[config.mk]
export PLATFORM = sky130hd
export DESIGN_NAME = zone_chk_mapper
export DESIGN_NICKNAME = d
export VERILOG_FILES = /design/src/rtl/zcm_pkg.sv /design/src/rtl/zcm_cfg_regs.sv /design/src/rtl/zcm_zone_match.sv /design/src/rtl/zcm_addr_calc.sv /design/src/rtl/zone_chk_mapper.sv
export SDC_FILE = /design/constraint.sdc
export NUM_CORES = 1
export LEC_CHECK = 0
export BUFFER_PORTS_ARGS = -buffer_cell sky130_fd_sc_hd__buf_2
export CAP_MARGIN = 15
export CORE_ASPECT_RATIO = 1.25
export CORE_MARGIN = 2
export CORE_UTILIZATION = 60
export CTS_CLUSTER_SIZE = 28
export DETAILED_ROUTE_END_ITERATION = 12
export PLACE_DENSITY = 0.86
export SYNTH_ARGS = -nofsm -noshare
export SYNTH_HDL_FRONTEND = slang
export SYNTH_SLANG_ARGS = --single-unit
[constraint.sdc]
create_clock -name clk -period 2.85 [get_ports clk]
set_clock_uncertainty 0.05 [all_clocks]
set_input_delay 0.1425 -clock clk [delete_from_list [all_inputs] [get_ports clk]]
set_output_delay 0.1425 -clock clk [all_outputs]
set_load 0.1 [all_outputs]
[src/rtl/zcm_pkg.sv]
package zcm_pkg;

  // Register slots inside one zone entry (word offset within the zone)
  typedef enum logic [2:0] {
    RS_BASE  = 3'd0,
    RS_MASK  = 3'd1,
    RS_PAT   = 3'd2,
    RS_DCARE = 3'd3,
    RS_CTRL  = 3'd4
  } reg_slot_e;

  // Code selector held in control bit 1
  typedef enum logic {
    CODE_PARITY = 1'b0,
    CODE_SECDED = 1'b1
  } code_e;

  localparam int SLOT_LOG2 = 3;

endpackage

[src/rtl/zcm_cfg_regs.sv]
module zcm_cfg_regs
  import zcm_pkg::*;
#(
  parameter int ADDR_W    = 32,
  parameter int NZONE     = 2,
  parameter int LOG2C_MIN = 2,
  parameter int WIN_LOG2  = 4
) (
  input  logic                          clk,
  input  logic                          rst_n,
  input  logic                          wr_en,
  input  logic [WIN_LOG2-1:0]           idx,
  input  logic [ADDR_W-1:0]             wdata,
  output logic [ADDR_W-1:0]             rdata,
  output logic [NZONE-1:0][ADDR_W-1:0]  base_o,
  output logic [NZONE-1:0][ADDR_W-1:0]  mask_o,
  output logic [NZONE-1:0][ADDR_W-1:0]  pat_o,
  output logic [NZONE-1:0][ADDR_W-1:0]  dcare_o,
  output logic [NZONE-1:0]              en_o,
  output logic [NZONE-1:0]              code_o
);

  localparam int ZSEL_W = WIN_LOG2 - SLOT_LOG2;
  localparam logic [LOG2C_MIN-1:0] LOW_ONES = '1;

  logic [ZSEL_W-1:0]    zsel;
  reg_slot_e            rsel;
  logic [SLOT_LOG2-1:0] rsel_raw;

  assign zsel     = idx[WIN_LOG2-1:SLOT_LOG2];
  assign rsel_raw = idx[SLOT_LOG2-1:0];
  assign rsel     = reg_slot_e'(rsel_raw);

  logic [NZONE-1:0][ADDR_W-1:0] rd_zone;

  for (genvar z = 0; z < NZONE; z++) begin : g_zone
    logic                          hit;
    logic [ADDR_W-1:0]             base_q, pat_q, dcare_q;
    logic [ADDR_W-1:LOG2C_MIN]     mask_q;
    logic                          en_q, code_q;

    assign hit = wr_en && (zsel == ZSEL_W'(z));

    always_ff @(posedge clk or negedge rst_n) begin
      if (!rst_n) begin
        base_q  <= '0;
        mask_q  <= '0;
        pat_q   <= '0;
        dcare_q <= '0;
        en_q    <= 1'b0;
        code_q  <= 1'b0;
      end else if (hit) begin
        case (rsel)
          RS_BASE:  base_q  <= wdata;
          RS_MASK:  mask_q  <= wdata[ADDR_W-1:LOG2C_MIN];
          RS_PAT:   pat_q   <= wdata;
          RS_DCARE: dcare_q <= wdata;
          RS_CTRL: begin
            en_q   <= wdata[0];
            code_q <= wdata[1];
          end
          default: ;
        endcase
      end
    end

    assign base_o[z]  = base_q;
    assign mask_o[z]  = {mask_q, LOW_ONES};
    assign pat_o[z]   = pat_q;
    assign dcare_o[z] = dcare_q;
    assign en_o[z]    = en_q;
    assign code_o[z]  = code_q;

    always_comb begin
      case (rsel)
        RS_BASE:  rd_zone[z] = base_q;
        RS_MASK:  rd_zone[z] = {mask_q, LOW_ONES};
        RS_PAT:   rd_zone[z] = pat_q;
        RS_DCARE: rd_zone[z] = dcare_q;
        RS_CTRL:  rd_zone[z] = {{(ADDR_W-2){1'b0}}, code_q, en_q};
        default:  rd_zone[z] = '0;
      endcase
    end
  end

  always_comb begin
    rdata = '0;
    for (int z = 0; z < NZONE; z++) begin
      if (zsel == ZSEL_W'(z)) rdata = rd_zone[z];
    end
  end

endmodule

[src/rtl/zcm_zone_match.sv]
module zcm_zone_match #(
  parameter int ADDR_W = 32,
  parameter int NZONE  = 2,
  parameter int ZW     = 1
) (
  input  logic [ADDR_W-1:0]             addr,
  input  logic [NZONE-1:0][ADDR_W-1:0]  pat,
  input  logic [NZONE-1:0][ADDR_W-1:0]  dcare,
  input  logic [NZONE-1:0]              en,
  output logic                          any_hit,
  output logic [ZW-1:0]                 hit_idx
);

  logic [NZONE-1:0] hit;

  for (genvar z = 0; z < NZONE; z++) begin : g_cmp
    logic [ADDR_W-1:0] bit_ok;
    assign bit_ok = ~(addr ^ pat[z]) | dcare[z];
    assign hit[z] = en[z] && (&bit_ok);
  end

  // lowest index wins
  always_comb begin
    hit_idx = '0;
    for (int z = NZONE - 1; z >= 0; z--) begin
      if (hit[z]) hit_idx = ZW'(z);
    end
  end

  assign any_hit = |hit;

endmodule

[src/rtl/zcm_addr_calc.sv]
module zcm_addr_calc #(
  parameter int ADDR_W    = 32,
  parameter int LOG2C_PAR = 5,
  parameter int LOG2C_SEC = 2
) (
  input  logic [ADDR_W-1:0]    addr,
  input  logic [ADDR_W-1:0]    base,
  input  logic [ADDR_W-1:0]    mask,
  input  logic                 code,
  output logic [ADDR_W-1:0]    chk_addr,
  output logic [LOG2C_PAR-1:0] slot
);

  localparam int NCODE = 2;
  localparam int SH [NCODE] = '{LOG2C_PAR, LOG2C_SEC};

  logic [NCODE-1:0][ADDR_W-1:0]    chk_v;
  logic [NCODE-1:0][LOG2C_PAR-1:0] slot_v;

  for (genvar c = 0; c < NCODE; c++) begin : g_code
    localparam logic [ADDR_W-1:0] LOW = ADDR_W'((64'd1 << SH[c]) - 64'd1);
    logic [ADDR_W-1:0] m_eff;
    assign m_eff     = mask | LOW;
    assign chk_v[c]  = base | ((m_eff & addr) >> SH[c]);
    assign slot_v[c] = LOG2C_PAR'(addr & LOW);
  end

  assign chk_addr = chk_v[code];
  assign slot     = slot_v[code];

endmodule

[src/rtl/zone_chk_mapper.sv]
module zone_chk_mapper
  import zcm_pkg::*;
#(
  parameter int ADDR_W = 32,
  parameter int WORD_W = 32,
  parameter int NZONE  = 2,
  parameter logic [ADDR_W-1:0] REG_BASE = 32'hFFFF_FF00,
  localparam int ZW        = (NZONE > 1) ? $clog2(NZONE) : 1,
  localparam int LOG2C_PAR = $clog2(WORD_W)
) (
  input  logic                 clk,
  input  logic                 rst_n,
  input  logic                 in_valid,
  output logic                 in_ready,
  input  logic [ADDR_W-1:0]    in_addr,
  input  logic                 in_we,
  input  logic [ADDR_W-1:0]    in_wdata,
  output logic                 out_valid,
  input  logic                 out_ready,
  output logic [ADDR_W-1:0]    out_addr,
  output logic                 out_reg,
  output logic [ADDR_W-1:0]    out_rdata,
  output logic                 out_prot,
  output logic [ZW-1:0]        out_zone,
  output logic [ADDR_W-1:0]    out_chk_addr,
  output logic [LOG2C_PAR-1:0] out_slot
);

  localparam int LOG2C_SEC = $clog2(WORD_W / 8);
  localparam int WIN_LOG2  = $clog2(NZONE) + SLOT_LOG2;

  logic                          accept, is_reg, cfg_wr;
  logic [ADDR_W-1:0]             rd_data;
  logic [NZONE-1:0][ADDR_W-1:0]  base_a, mask_a, pat_a, dcare_a;
  logic [NZONE-1:0]              en_a, code_a;
  logic                          any_hit;
  logic [ZW-1:0]                 hit_idx;
  logic [ADDR_W-1:0]             chk_c;
  logic [LOG2C_PAR-1:0]          slot_c;
  logic                          prot_c;

  assign in_ready = !out_valid || out_ready;
  assign accept   = in_valid && in_ready;
  assign is_reg   = (in_addr[ADDR_W-1:WIN_LOG2] == REG_BASE[ADDR_W-1:WIN_LOG2]);
  assign cfg_wr   = accept && is_reg && in_we;

  zcm_cfg_regs #(
    .ADDR_W(ADDR_W), .NZONE(NZONE), .LOG2C_MIN(LOG2C_SEC), .WIN_LOG2(WIN_LOG2)
  ) u_regs (
    .clk(clk), .rst_n(rst_n), .wr_en(cfg_wr),
    .idx(in_addr[WIN_LOG2-1:0]), .wdata(in_wdata), .rdata(rd_data),
    .base_o(base_a), .mask_o(mask_a), .pat_o(pat_a), .dcare_o(dcare_a),
    .en_o(en_a), .code_o(code_a)
  );

  zcm_zone_match #(.ADDR_W(ADDR_W), .NZONE(NZONE), .ZW(ZW)) u_match (
    .addr(in_addr), .pat(pat_a), .dcare(dcare_a), .en(en_a),
    .any_hit(any_hit), .hit_idx(hit_idx)
  );

  zcm_addr_calc #(
    .ADDR_W(ADDR_W), .LOG2C_PAR(LOG2C_PAR), .LOG2C_SEC(LOG2C_SEC)
  ) u_calc (
    .addr(in_addr), .base(base_a[hit_idx]), .mask(mask_a[hit_idx]),
    .code(code_a[hit_idx]), .chk_addr(chk_c), .slot(slot_c)
  );

  assign prot_c = any_hit && !is_reg;

  always_ff @(posedge clk or negedge rst_n) begin
    if (!rst_n) begin
      out_valid    <= 1'b0;
      out_addr     <= '0;
      out_reg      <= 1'b0;
      out_rdata    <= '0;
      out_prot     <= 1'b0;
      out_zone     <= '0;
      out_chk_addr <= '0;
      out_slot     <= '0;
    end else if (accept) begin
      out_valid    <= 1'b1;
      out_addr     <= in_addr;
      out_reg      <= is_reg;
      out_rdata    <= (is_reg && !in_we) ? rd_data : '0;
      out_prot     <= prot_c;
      out_zone     <= prot_c ? hit_idx : '0;
      out_chk_addr <= prot_c ? chk_c : '0;
      out_slot     <= prot_c ? slot_c : '0;
    end else if (out_ready) begin
      out_valid    <= 1'b0;
    end
  end

endmodule

; ---- Yosys cells after proc, flatten, opt, wreduce, memory -nomap -nowiden
; Index checks and enable logic that the tools add are counted.
[totals]
regBits = 361
input_bits = 69
output_inout_bits = 106
wordCells = 87
[classes]
n_lt_le_gt_ge = 2
n_eq_ne = 5
muxes = 21
bitwise = 11
n_reduce_logical = 28
[op_table]
columns = operator, n
row1 = $pmux 32 s5, 2
row2 = $mux 32, 9
row3 = $and 32x32->32, 2
row4 = $not 32->32, 2
row5 = $or 32x32->32, 2
row6 = $reduce_and 32->1, 2
row7 = $xor 32x32->32, 2
row8 = $or 32x27->32, 1
row9 = $or 32x30->32, 1
row10 = $eq 28x28->1 const B, 1
row11 = $reduce_and 2->1, 10
row12 = $mux 5, 3
row13 = $logic_and 1x1->1, 9
row14 = $mux 1, 7
row15 = $eq 3x2->1 const B, 2
row16 = $lt 1x2->1 const B, 2
row17 = $eq 3x1->1 const B, 1
row18 = $eq 3x3->1 const B, 1
row19 = $logic_not 1->1, 3
row20 = $logic_not 3->1, 1
row21 = $reduce_bool 2->1, 1
row22 = $reduce_or 2->1, 1
row23 = $logic_or 1x1->1, 1
row24 = $not 1->1, 1

; ---- Depth between registers and ports, before layout
[logic_depth]
ltp_word = 14
ltp_mapped = 9
depth_no_buf = 6

; ---- Modules after synthesis
; Synthesis repeated with hierarchy kept, for this count alone.
[unflattened]
hier_cells = 1508
area_unflattened_um2 = 18093.6
[by_module_without_submodules]
columns = mod, n_inst, cells_each, area_each_um2, seq_area_each_um2
row1 = zcm_cfg_regs, 1, 782, 11633.7, 6406.1
row2 = zone_chk_mapper, 1, 537, 4968.5, 2627.5
row3 = zcm_zone_match, 1, 119, 879.6, 0.0
row4 = zcm_addr_calc, 1, 70, 611.8, 0.0

; ---- Worst setup path before layout
; Ideal clock, no wire load.
[synth_path]
kind = register to register
start = register out_valid
end = register u_regs.g_zone[0].base_q[10]
setup_ps = 125
arrival_ps = 3192
required_time_ps = 2675
slack_ps = -517
stages_incl_launch_ff = 8
path_buffers = 2
period_less_slack_ps = 3367
cell_sequence = dfrtp_1 -> nand2b_1 -> and2_1 -> clkbuf_1 -> nand3_1 -> nor4_4 -> buf_2 -> mux2_2
[synth_between]
elab_chain_cells = 7
[synth_rtl]
columns = item, line_no
row1 = "start, declared", zone_chk_mapper.sv:18  ; output logic out_valid,
row2 = "start signal, assigned", zone_chk_mapper.sv:72  ; out_valid <= 1'b0;
row3 = "start signal, assigned", zone_chk_mapper.sv:81  ; out_valid <= 1'b1;
row4 = "start signal, assigned", zone_chk_mapper.sv:90  ; out_valid <= 1'b0;
row5 = $logic_not 1->1, zone_chk_mapper.sv:42  ; assign in_ready = !out_valid || out_ready;
row6 = $logic_or 1x1->1, zone_chk_mapper.sv:42
row7 = via in_ready, zone_chk_mapper.sv:14  ; output logic in_ready,
row8 = $logic_and 1x1->1, zone_chk_mapper.sv:43  ; assign accept = in_valid && in_ready;
row9 = $logic_and 1x1->1 (2 in a row), zone_chk_mapper.sv:45  ; assign cfg_wr = accept && is_reg && in_we;
row10 = $logic_and 1x1->1, zcm_cfg_regs.sv:42  ; assign hit = wr_en && (zsel == ZSEL_W'(z));
row11 = $reduce_and 2->1 (no source line), -
row12 = "end signal, assigned", zcm_cfg_regs.sv:54  ; RS_BASE: base_q <= wdata;
row13 = "end, declared", zcm_cfg_regs.sv:38  ; logic [ADDR_W-1:0] base_q, pat_q, dcare_q;
; The timed path passes the listed nets, and every way through them passes these cells.
; A chain may end at the register's enable or synchronous reset.

; ---- Final worst setup path
[layout_path]
start = register u_regs.g_zone[1].pat_q[9]
end = register out_chk_addr[16]
[layout_between]
elab_chain_cells = 14
elab_cells_between_ends = 22
cone_classes = mux: 11 / bitwise: 7 / reduce/logical: 4
[layout_rtl]
columns = item, line_no
row1 = "start, declared", zcm_cfg_regs.sv:38
row2 = "start signal, assigned", zcm_cfg_regs.sv:56  ; RS_PAT: pat_q <= wdata;
row3 = $xor 32x32->32 *, zcm_zone_match.sv:18  ; assign bit_ok = ~(addr ^ pat[z]) | dcare[z];
row4 = $not 32->32 *, zcm_zone_match.sv:18
row5 = $or 32x32->32 *, zcm_zone_match.sv:18
row6 = $reduce_and 32->1 *, zcm_zone_match.sv:19  ; assign hit[z] = en[z] && (&bit_ok);
row7 = $logic_and 1x1->1 *, zcm_zone_match.sv:19
row8 = $mux 1 (2 in a row), zcm_zone_match.sv:26  ; if (hit[z]) hit_idx = ZW'(z);
row9 = $mux 32 (not written as such) (2 in a row), zone_chk_mapper.sv:64  ; .addr(in_addr), .base(base_a[hit_idx]), .mask(mask_a[hit_idx]),
row10 = $and 32x32->32, zcm_addr_calc.sv:24  ; assign chk_v[c] = base | ((m_eff & addr) >> SH[c]);
row11 = $or 32x27->32 / $or 32x30->32 (equally long branches), zcm_addr_calc.sv:24
row12 = $mux 32 (not written as such) (2 in a row), zcm_addr_calc.sv:28  ; assign chk_addr = chk_v[code];
row13 = $mux 32 *, zone_chk_mapper.sv:87  ; out_chk_addr <= prot_c ? chk_c : '0;
row14 = "end signal, assigned", zone_chk_mapper.sv:87
row15 = "end, declared", zone_chk_mapper.sv:25  ; output logic [ADDR_W-1:0] out_chk_addr,
; Mark *: on every way between the ends. The rest lies on a longest branch, timed or not. The select of a mux whose other input is x is not followed.

==> results.yml <==
synthesis:
  synthTopCellsByArea: "dfrtp_1 51%, mux2_2 15%, mux4_2 7.6%, nand2_1 3.7%, xnor2_1 3.2%"
  muxShareOfSynthArea_pct: 25.8
  synth.avg_cell_area_sq_um: 12.1
  synth_top_family_by_area: "multiplexers"
  synth_top_cell_by_area: "dfrtp_1"
  synth_edf_count: 0
  yosysSeqAreaShare_pct: 51.1
  synth_flop_cell: "dfrtp_1"
  synth-compound-area-share_pct: 9.89
  synth_xor_area_share_pct: 3.17
  yosys.area_share.simple_pct: 6.97
  post-synth-top-count-cell: "dfrtp_1"
  yosysWarnings: 0
  synthArstFlopShare_pct: 100
  synth_top_area_share_pct: 51.1
  syn_inst: 1461
  synth.distinct_cells: 47
  netlist_area_sq_um: 17700
  ys_ff_latch: 361
  syn_nets: 1530
  synth_fa_ha_area_share_pct: 0
  yosys-top-cells-count: "361 x dfrtp_1, 238 x mux2_2, 173 x nand2_1, 106 x o21ai_0, 81 x clkbuf_1"
floorplanning:
  core_sq_um: 29200
  io_pins: 175
  die_h_um: 196
  initial_utilization_pct: 60.6
  die_x_um: 157
  num_rows: 70
  dieArea_sq_um: 30800
timing:
  fmax_mhz: 355
  slew_headroom_pct: 25.8
  report.final.slew_viol_count: 0
  hold_violations: 0
  setup_viol: 0
  tightest_slew_ps: 1110
  holdWs_ps: 29.4
  fin_crit_sh_pct: 98.7
  period_needed_ps: 2810
power:
  combPwrFrac_pct: 11.5
  p_per_area_nw_per_um2: 538
  p_clk_share_pct: 42.4
  internal-power_mw: 8.27
  leakage_nw: 9.94
  p_sw_share_pct: 26.8
  irDropWorstVdd_v: 0.000364
  seqPwrFrac_pct: 46.1
  power_switching_mw: 3.03
critical_path:
  endpoint_kind: "flip-flop"
  crit_required_ps: 3220
  start_kind: "flip-flop"
  rr_worst_depth: 7
  crit_type: "flip-flop to flip-flop"
  rrSetupSlack_ps: 40
  reg2reg_to: "out_chk_addr[16]"
  cp_max_fo: 25
  r2r_start: "u_regs.g_zone[1].pat_q[9]"
  crit_arrival_ps: 3180
cts:
  cts-buffers-inserted: 34
  clkSlewWorstSetupHoldPaths_ps: 60
  cts_tree: "built"
  cts_buffer_depth: 3
  cts_setup_buffers: 0
  cts_sinks: 361
  cts_root_buf: "clkbuf_16"
  htreeDepth: 2
  clock_latency_ps: 530
placement:
  portBuffers: 174
  gp_congestion: 0.942
  hpwl_um: 36800
  postPlaceCellArea_sq_um: 19200
global_routing:
  grt_overflow: 0
  grt_pass1_vias: 14700
  grt_first_pass_wirelength_um: 86500
  grt_max_degree: 92
  antenna_found_initial: 2
  track_usage_pct: 37.5
job:
  cap_viol_max_count: 0
final_layout:
  nets: 1740
  biggestRegsByFlops: "u_regs.g_zone.base_q (64), u_regs.g_zone.dcare_q (64), u_regs.g_zone.pat_q (64)"
  design_area_sq_um: 21000
  antenna_cells: 0
  area_growth_pct: 18.8
  drive_above_1_share_pct: 36.1
min_path:
  worstHoldPathType: "input port to flip-flop"
  hold_end: "out_addr[9]"
  hold_path_depth: 4
  hold_start: "in_addr[9]"
routing:
  ant_nets: 0
  vias: 14300
  wl_per_cell_um: 27.0
  drc: 0
  firstDrtPassIters: 6
  viasPerCell: 6.84
  drtIter0Drc: 2189
  routed_wirelength_um: 56600
outcome:
  run_status: "finished, final reports clean"
[what timing repair did]
action | 4_1_cts | 5_1_grt
hold endpoints to repair | 368 | 0
setup endpoints to repair | 0 | 51
resized for setup | 0 | 4
hold buffers | 60 | 0
[cell families after synthesis]
kind of cell	after synthesis
AND/OR/NAND/NOR	270
XOR/XNOR	64
multiplexers	349
buffers and inverters	127
AO/OA/AOI/OAI	290
flip-flops	361
[power by group through the flow]
stage	clock (mW)	sequential (mW)	combinational, mW
floorplan	0	5.76	0.329
global placement	0	5.31	1.20
detailed placement	0	5.31	1.21
CTS	4.79	5.21	1.28
global route	4.98	5.22	1.36
finish	4.79	5.21	1.30
[metrics by stage]
stage / setup TNS (ps) / setup slack [ps] / cells / power, mW / utilization (%)
2_1_floorplan: 0 / 241 / 1461 / 6.09 / -
3_3_place_gp: 0 / 181 / 1971 / 6.51 / 65.9
3_5_place_dp: 0 / 86.7 / 1971 / 6.52 / 65.9
4_1_cts: 0 / 46.2 / 2092 / 11.3 / 71.9
5_1_grt: -13.7 / -6.88 / 2092 / 11.6 / 72.0
6_report: 0 / 37.0 / 2092 / 11.3 / 72.0
[area by class of cell]
cell class,count,area (sq um)
repair buffers,295,2090
clock buffers,49,1030
clock inverters,12,139
multi-input cells,973,8180
flip-flops and latches,361,9040
inverters,6,22.5
fillers,1827,8170
well taps,396,495
[worst max path at each step]
stage                               from                          end  slack [ps]  cells past startpoint
2_1_floorplan                  out_valid  u_regs.g_zone[0].base_q[10]         240                      7
3_3_place_gp                  in_addr[4]   u_regs.g_zone[1].base_q[6]         180                      7
3_5_place_dp                  in_addr[4]   u_regs.g_zone[1].base_q[8]          90                      7
4_1_cts        u_regs.g_zone[1].pat_q[9]             out_chk_addr[23]          50                      7
5_1_grt                      in_addr[16]             out_chk_addr[31]          -7                     10
6_report       u_regs.g_zone[1].pat_q[9]             out_chk_addr[16]          40                      7
[critical path, cell delays in order, from the launching register on]
cell      delay [ps]
dfrtp_1          400
xnor2_1          350
o22ai_1          200
or4_1            570
nor4_2           290
o211ai_1         230
buf_4            310
o21ai_1          290
[per-layer routing]
layer,GRT usage [%],wire length (um)
met5,0,21
met4,23.2,4160
met3,8.46,6570
met2,57.9,26400
met1,48.2,19400
[placed cells by master (no fill, tap or decap), drive strengths merged, types with 49 or more instances in the layout]
cell type,n
dfrtp,361
mux2,255
buf,235
nand2,174
o21ai,106
a21oi,75
xnor2,64
mux4,60
dlygate4sd3,60
clkbuf,49
No activity file was read; power rests on OpenSTA's default activity.
